[src/rtl/dram_bank_tracker.sv]
module dram_bank_tracker #(
  parameter int NUM_BANKS       = 16,
  parameter int BANKS_PER_RANK  = 8,
  parameter int BANKS_PER_GROUP = 4,
  parameter int BANK_ID         = 13,
  parameter int ROW_W           = 14,
  parameter int CYC_W           = 16,
  localparam int BANK_W  = (NUM_BANKS > 1) ? $clog2(NUM_BANKS) : 1,
  localparam int RANK_W  = (NUM_BANKS / BANKS_PER_RANK > 1) ? $clog2(NUM_BANKS / BANKS_PER_RANK) : 1,
  localparam int GROUP_W = (NUM_BANKS / BANKS_PER_GROUP > 1) ? $clog2(NUM_BANKS / BANKS_PER_GROUP) : 1
) (
  input  logic               clk,
  input  logic               rst_n,
  input  logic [CYC_W-1:0]   now,
  input  logic               cmd_valid,
  input  logic [3:0]         cmd_code,
  input  logic [BANK_W-1:0]  cmd_bank,
  input  logic [ROW_W-1:0]   cmd_row,
  input  logic               block_req,
  input  logic               sched_load,
  input  logic [3:0]         sched_cmd,
  input  logic [ROW_W-1:0]   sched_row,
  input  logic [CYC_W-1:0]   sched_cycle,
  output logic [3:0]         req_cmd,
  output logic [ROW_W-1:0]   req_row,
  output logic               bank_open,
  output logic [ROW_W-1:0]   open_row,
  output logic               cmd_err,
  output logic [RANK_W-1:0]  rank_idx,
  output logic [GROUP_W-1:0] group_idx
);
  localparam logic [3:0] C_NOP = 4'd0, C_ACT = 4'd1, C_PRE = 4'd2, C_PREA = 4'd3,
                         C_RD = 4'd4, C_RDA = 4'd5, C_WR = 4'd6, C_WRA = 4'd7,
                         C_REFA = 4'd8, C_REFB = 4'd9;
  localparam int RANK_ID  = BANK_ID / BANKS_PER_RANK;
  localparam int GROUP_ID = BANK_ID / BANKS_PER_GROUP;

  logic               blk, pend_vld;
  logic [3:0]         pend_cmd;
  logic [ROW_W-1:0]   pend_row;
  logic [CYC_W-1:0]   pend_cyc;
  logic               bank_hit, rank_hit, retire, blk_clr, offer;

  assign rank_idx  = RANK_W'(RANK_ID);
  assign group_idx = GROUP_W'(GROUP_ID);

  assign bank_hit = cmd_valid && (int'(cmd_bank) == BANK_ID);
  assign rank_hit = cmd_valid && ((int'(cmd_bank) / BANKS_PER_RANK) == RANK_ID);
  assign retire   = bank_hit && (cmd_code inside {C_ACT, C_PRE, C_RD, C_RDA, C_WR, C_WRA});
  assign blk_clr  = (rank_hit && cmd_code == C_REFA) || (bank_hit && cmd_code == C_REFB);
  assign offer    = pend_vld && (now == pend_cyc) && !blk;

  always_ff @(posedge clk) begin
    if (!rst_n) begin
      bank_open <= 1'b0;
      open_row  <= '0;
      blk       <= 1'b0;
      pend_vld  <= 1'b0;
      pend_cmd  <= C_NOP;
      pend_row  <= '0;
      pend_cyc  <= '0;
      req_cmd   <= C_NOP;
      req_row   <= '0;
      cmd_err   <= 1'b0;
    end else begin
      if (bank_hit && cmd_code == C_ACT) begin
        bank_open <= 1'b1;
        open_row  <= cmd_row;
      end
      if (bank_hit && (cmd_code inside {C_PRE, C_RDA, C_WRA}))
        bank_open <= 1'b0;
      if (rank_hit && cmd_code == C_PREA)
        bank_open <= 1'b0;

      if (retire) pend_vld <= 1'b0;
      if (sched_load) begin
        pend_vld <= 1'b1;
        pend_cmd <= sched_cmd;
        pend_row <= sched_row;
        pend_cyc <= sched_cycle;
      end

      if (blk_clr)   blk <= 1'b0;
      if (block_req) blk <= 1'b1;

      req_cmd <= offer ? pend_cmd : C_NOP;
      req_row <= offer ? pend_row : '0;

      if (cmd_valid && cmd_code > C_REFB) cmd_err <= 1'b1;
    end
  end

  assert_act_opens_R2: assert property (@(posedge clk) disable iff (!rst_n)
    bank_hit && cmd_code == C_ACT |=> bank_open && open_row == $past(cmd_row));

  assert_pre_closes_R3: assert property (@(posedge clk) disable iff (!rst_n)
    (bank_hit && cmd_code == C_PRE) || (rank_hit && cmd_code == C_PREA) |=> !bank_open);

  assert_autopre_closes_R4: assert property (@(posedge clk) disable iff (!rst_n)
    bank_hit && (cmd_code == C_RDA || cmd_code == C_WRA) |=> !bank_open);

  assert_rdwr_keeps_R4: assert property (@(posedge clk) disable iff (!rst_n)
    bank_hit && (cmd_code == C_RD || cmd_code == C_WR) |=> bank_open == $past(bank_open));

  assert_blocked_quiet_R5: assert property (@(posedge clk) disable iff (!rst_n)
    block_req ##1 !blk_clr |=> req_cmd == C_NOP);

  assert_err_sticky_R7: assert property (@(posedge clk) disable iff (!rst_n)
    cmd_err |=> cmd_err);
endmodule

[config.mk]
export PLATFORM = sky130hd
export DESIGN_NAME = dram_bank_tracker
export DESIGN_NICKNAME = d
export VERILOG_FILES = /design/src/rtl/dram_bank_tracker.sv
export SDC_FILE = /design/constraint.sdc
export NUM_CORES = 1
export LEC_CHECK = 0
export ABC_AREA = 1
export BUFFER_PORTS_ARGS = -buffer_cell sky130_fd_sc_hd__buf_4
export CORE_ASPECT_RATIO = 0.7
export CORE_MARGIN = 8
export CORE_UTILIZATION = 44
export CTS_BUF_LIST = sky130_fd_sc_hd__clkbuf_8
export DETAILED_ROUTE_END_ITERATION = 8
export GPL_TIMING_DRIVEN = 0
export PLACE_DENSITY = 0.78
export SKIP_CTS_REPAIR_TIMING = 1
export SKIP_LAST_GASP = 1
export SYNTH_ARGS = -nofsm -noshare
export SYNTH_HDL_FRONTEND = slang
export SYNTH_SLANG_ARGS = --single-unit
[constraint.sdc]
create_clock -name clk -period 1.2 [get_ports clk]
set_input_delay 0 -clock clk [delete_from_list [all_inputs] [get_ports clk]]
set_output_delay 0 -clock clk [all_outputs]
set_load 0.1 [all_outputs]
Word level (Yosys, flattened, before mapping)
Index checks and enable logic that the tools add are counted. Widths: inputs -> output; s select.

Magnitude comparators: 1. Equal/unequal tests: 11. Mux-type cells: 4. Bitwise logic cells: 1. Reductions and logical operators: 19.

Operator list (count): $eq 4x3->1 const B (5); $eq 16x16->1 (1); $logic_and 1x1->1 (11); $eq 4x2->1 const B (2); $eq 4x4->1 const B (2); $reduce_bool 6->1 (1); $eq 4x1->1 const B (1); $gt 4x4->1 const B (1); $mux 1 (4); $reduce_bool 2->1 (2); $reduce_bool 3->1 (1); $reduce_or 3->1 (1); $reduce_and 2->1 (1); $logic_not 1->1 (1); $logic_or 1x1->1 (1); $not 1->1 (1).

Register bits after elaboration: 70. Output and inout bits: 37. Logic and storage cells: 46.

Logic depth before layout (Yosys ltp)
Depth in word-level cells: 6. Gate-level depth with buffers: 9.

Worst setup path before layout
No wires, ideal clock.

Path kind: register -> register. From: register open_row[0] (netlist name). To: register open_row[0]. Setup time: 67 ps. Data arrival time: 1218 ps. Required time: 1133 ps. Setup slack: -85 ps. Stages on the path, launching flop included: 3. Path buffers: 0. Clock period less this slack: 1285 ps. Cell sequence: dfxtp_1 -> o21ai_0 -> nor2_1.

RTL lines: end signal: assignment (line 68) `open_row <= cmd_row;`; end: declaration (line 27) `output logic [ROW_W-1:0] open_row,`.

Worst setup path in the final report
From: register blk. To: register req_row[9].

Cells in the longest elaborated chain, start to end: 3.

Ends and longest elaborated chain: start: declaration (line 38) `logic blk, pend_vld;`; start signal: assignment (line 57) `blk <= 1'b0;`; start signal: assignment (line 83) `if (blk_clr) blk <= 1'b0;`; start signal: assignment (line 84) `if (block_req) blk <= 1'b1;`; $logic_not 1->1 (line 51) `assign offer = pend_vld && (now == pend_cyc) && !blk;`; $logic_and 1x1->1 (line 51); $reduce_and 2->1 (no source line); end signal: assignment (line 87) `req_row <= offer ? pend_row : '0;`; end: declaration (line 25) `output logic [ROW_W-1:0] req_row,`.

Every way passes these cells. A chain may end at the register's enable or synchronous reset.

==> metrics.md <==
| Metric | Value |
|---|---|
| H-tree lvl count | 3 |
| Met2 Usage GRT | 27.0% |
| Crit Path Class | reg -> reg |
| Vias in the first global route | around 2600 |
| WHS | -0.0376 ns |
| Total grt overflow | 0 |
| Clk pwr share | between 30% and 40% |
| CTS Buf Count | 9 |
| Vias/cell | around 4.7 |
| Gr busiest metal | met2 |
| Die Wd | ~110 um |
| Clock buffer depth | 2 |
| Core area | ~5800 um2 |
| Switching pwr | roughly 1.3 mW |
| Worst path most repeated cell | nor2_2 |
| Slew Viols, Final | 0 |
| Hold crit path type | in -> reg |
| Commonest cells after routing, fill and taps aside | buf_4, nor2_1, o21ai_0 |
| Met1 usage in global routing | a little over a fifth |
| Hold path depth | 3 |
| Most common cell after layout, fill and taps aside | buf_4 |
| Maximum VDD drop | 672 uV |
| Distinct cells, synth | 22 |
| Flops & latches, synth | 70 |
| Sequential Power Share | between 40% and 50% |
| Largest delay contributor family on the critical path | simple AND/OR/NAND/NOR gates |
| Worst path max stage delay | 0.32 ns |
| Number of DRC markers in iteration 0 | 144 |
| GRT Util Overall | 16.9% |
| # rows | 23 |
| Setup WS pre-CTS | -0.140 ns |
| Largest net degree at the start of global routing | 13 |
| DRC viols | 0 |
| Mapped Area | roughly 2700 um2 |
| Fmax achieved | slightly below 0.8 GHz |
| Initial antenna violation count | 0 |
| Crit share post-route | 106% |
| Post-DRT Antenna Nets | 0 |
| R2R cell count | 7 |
| Design Power | ~5.0 mW |
| Reg clk slew, reported paths | 0.08 ns |
| Syn Inst Count | roughly 350 |
| Slowest library cell on the worst path | dfxtp_2 |
| Final setup viols | 14 |
| Warning count from the yosys run | 0 |
| Power per cell area | 1160 nW/um2 |
| Io pins | between 100 and 150 |
| Number of cells in the finished layout apart from fillers | 604 |
| Layout cells sized above 1 | 32.9% |
| Worst Path Buf+Inv | 1 |
| Detail Placement HPWL | 5.69 mm |
| Global routing usage on met3 | between 5 and 6% |
| CTS tree | done |
| Routability congestion estimate | approximately 0.79 |
| Avg Synthesized Cell Area | approximately 7.6 um2 |
| Combinational power share | 14.5% |
| Input/output buffers | 110 |
| Crit-path max FO | 10 |
| Clock Latency Late Sink | between 0.3 and 0.4 ns |
| Root buf cell | clkbuf_8 |
| Worst Setup Start Kind | flip-flop |
| Failing checks | negative hold slack, negative setup slack |
| Arrival time worst endpoint | 1.55 ns |
| Die area | a little under 9000 um2 |
| Setup WS post-layout | -0.0752 ns |
| Drt wl/cell | roughly 14 um |
| Max cap viols | 0 |
| Area Growth Syn to Fin | 61.0% |
| Tmin final | about 1.3 ns |
| Internal power | 3.73 mW |
| Status | finished, violations left |
| Setup Skew | 0.00954 ns |
| WP data required | between 1 and 1.5 ns |
| Sink Count | 70 |
| Die Y | about 81 um |
| CP Capture Type | flip-flop |
| Ant. Diodes | 0 |
| Final WL | ~8.4 mm |
| Fin nets | 602 |
| First-pass DRT Iterations | 4 |
| CP cell instances | nand3b_1 > nor2_2 > nand2_1 > nor2_2 > nand3_4 > buf_6 > nor2_2 |
| First-pass GRT wire length | 11.9 mm |
| Hold Vio Cnt, Final | 5 |
| Switching share of power | between 20% and 30% |
| Total leakage power | roughly 2.1 nW |
| Critical path depth | 7 |
| Initial core utilization | a little under half |
| Register area share after synthesis | a little over half |
| Sum Neg Setup Slack | -0.803 ns |
| RSZ-0062 raised after global routing | yes |
| Placed Cells | approximately 540 |
| Routed vias | 2831 |
==> registers in the layout, summed over array words and instances (netlist names) <==
register	count
req_row	14
blk	1
req_cmd	4
pend_row	14
open_row	14
cmd_err	1
pend_vld	1
pend_cmd	4
bank_open	1
pend_cyc	16
==> cell usage after synthesis (all sizes together) <==
cell	instances	area (um2)
inv	48	180
clkinv	1	3.75
a31oi	1	6.26
nand3	7	47.6
xnor2	3	26.3
nand3b	1	7.51
o21ai	50	250
dfxtp	70	1400
clkbuf	12	46.3
xor2	1	8.76
buf	5	45.0
conb	1	3.75
nand2	45	169
a21oi	31	155
nand4	1	6.26
nor2	75	314
nor3	1	5.00
or2	1	6.26
==> cell families after synthesis <==
logic type | share of synthesized area (%)
AO/OA/AOI/OAI | 15.3
XOR/XNOR | 1.31
buffers and inverters | 10.3
flip-flops | 52.2
other | 0.140
AND/OR/NAND/NOR | 20.7
==> area by class of cell <==
type / count / area, um2
repair buffers: 158 / 1300
fillers: 451 / 1490
clock inverters: 6 / 63.8
inverters: 49 / 184
flip-flops and latches: 70 / 1430
well taps: 75 / 93.8
clock buffers: 9 / 124
plain buffers: 17 / 91.3
multi-input cells: 220 / 1030
==> per-layer routing <==
| metal | vias to the layer above | part of all wire [%] |
|---|---|---|
| met4 | 0 | 0.93 |
| li1 | 1435 | - |
| met2 | 86 | 50 |
| met1 | 1302 | 43 |
| met5 | - | 0 |
| met3 | 8 | 6.9 |
==> metrics by stage <==
step           utilization [%]  cell area (um2)
2_1_floorplan                -             2710
3_3_place_gp              62.4             3630
3_5_place_dp              62.4             3630
4_1_cts                   65.6             3820
5_1_grt                   74.3             4320
6_report                  74.3             4320
==> final timing paths <==
path / slack (ns) / startpoint / endpoint
worst max-delay path: -0.08 / blk / req_row[9]
worst min-delay path: -0.04 / sched_row[7] / pend_row[7]
worst max register to register: -0.08 / blk / req_row[9]
worst min register to register: 0.44 / pend_row[0] / req_row[0]
==> worst register-to-register path, delay by kind of cell, from the launching register on <==
| family | cells | cell delay, ns |
|---|---|---|
| AND/OR/NAND/NOR | 6 | 0.71 |
| flip-flops | 1 | 0.32 |
| buffers and inverters | 1 | 0.18 |
==> power groups by stage <==
stage	Combinational (mW)	Clock (mW)	Sequential, mW
floorplan	0.289	0	2.51
global placement	0.571	0	2.49
detailed placement	0.584	0	2.50
CTS	0.587	1.88	2.44
global route	0.796	1.96	2.46
finish	0.724	1.83	2.45
No activity file was read; power rests on OpenSTA's default activity.
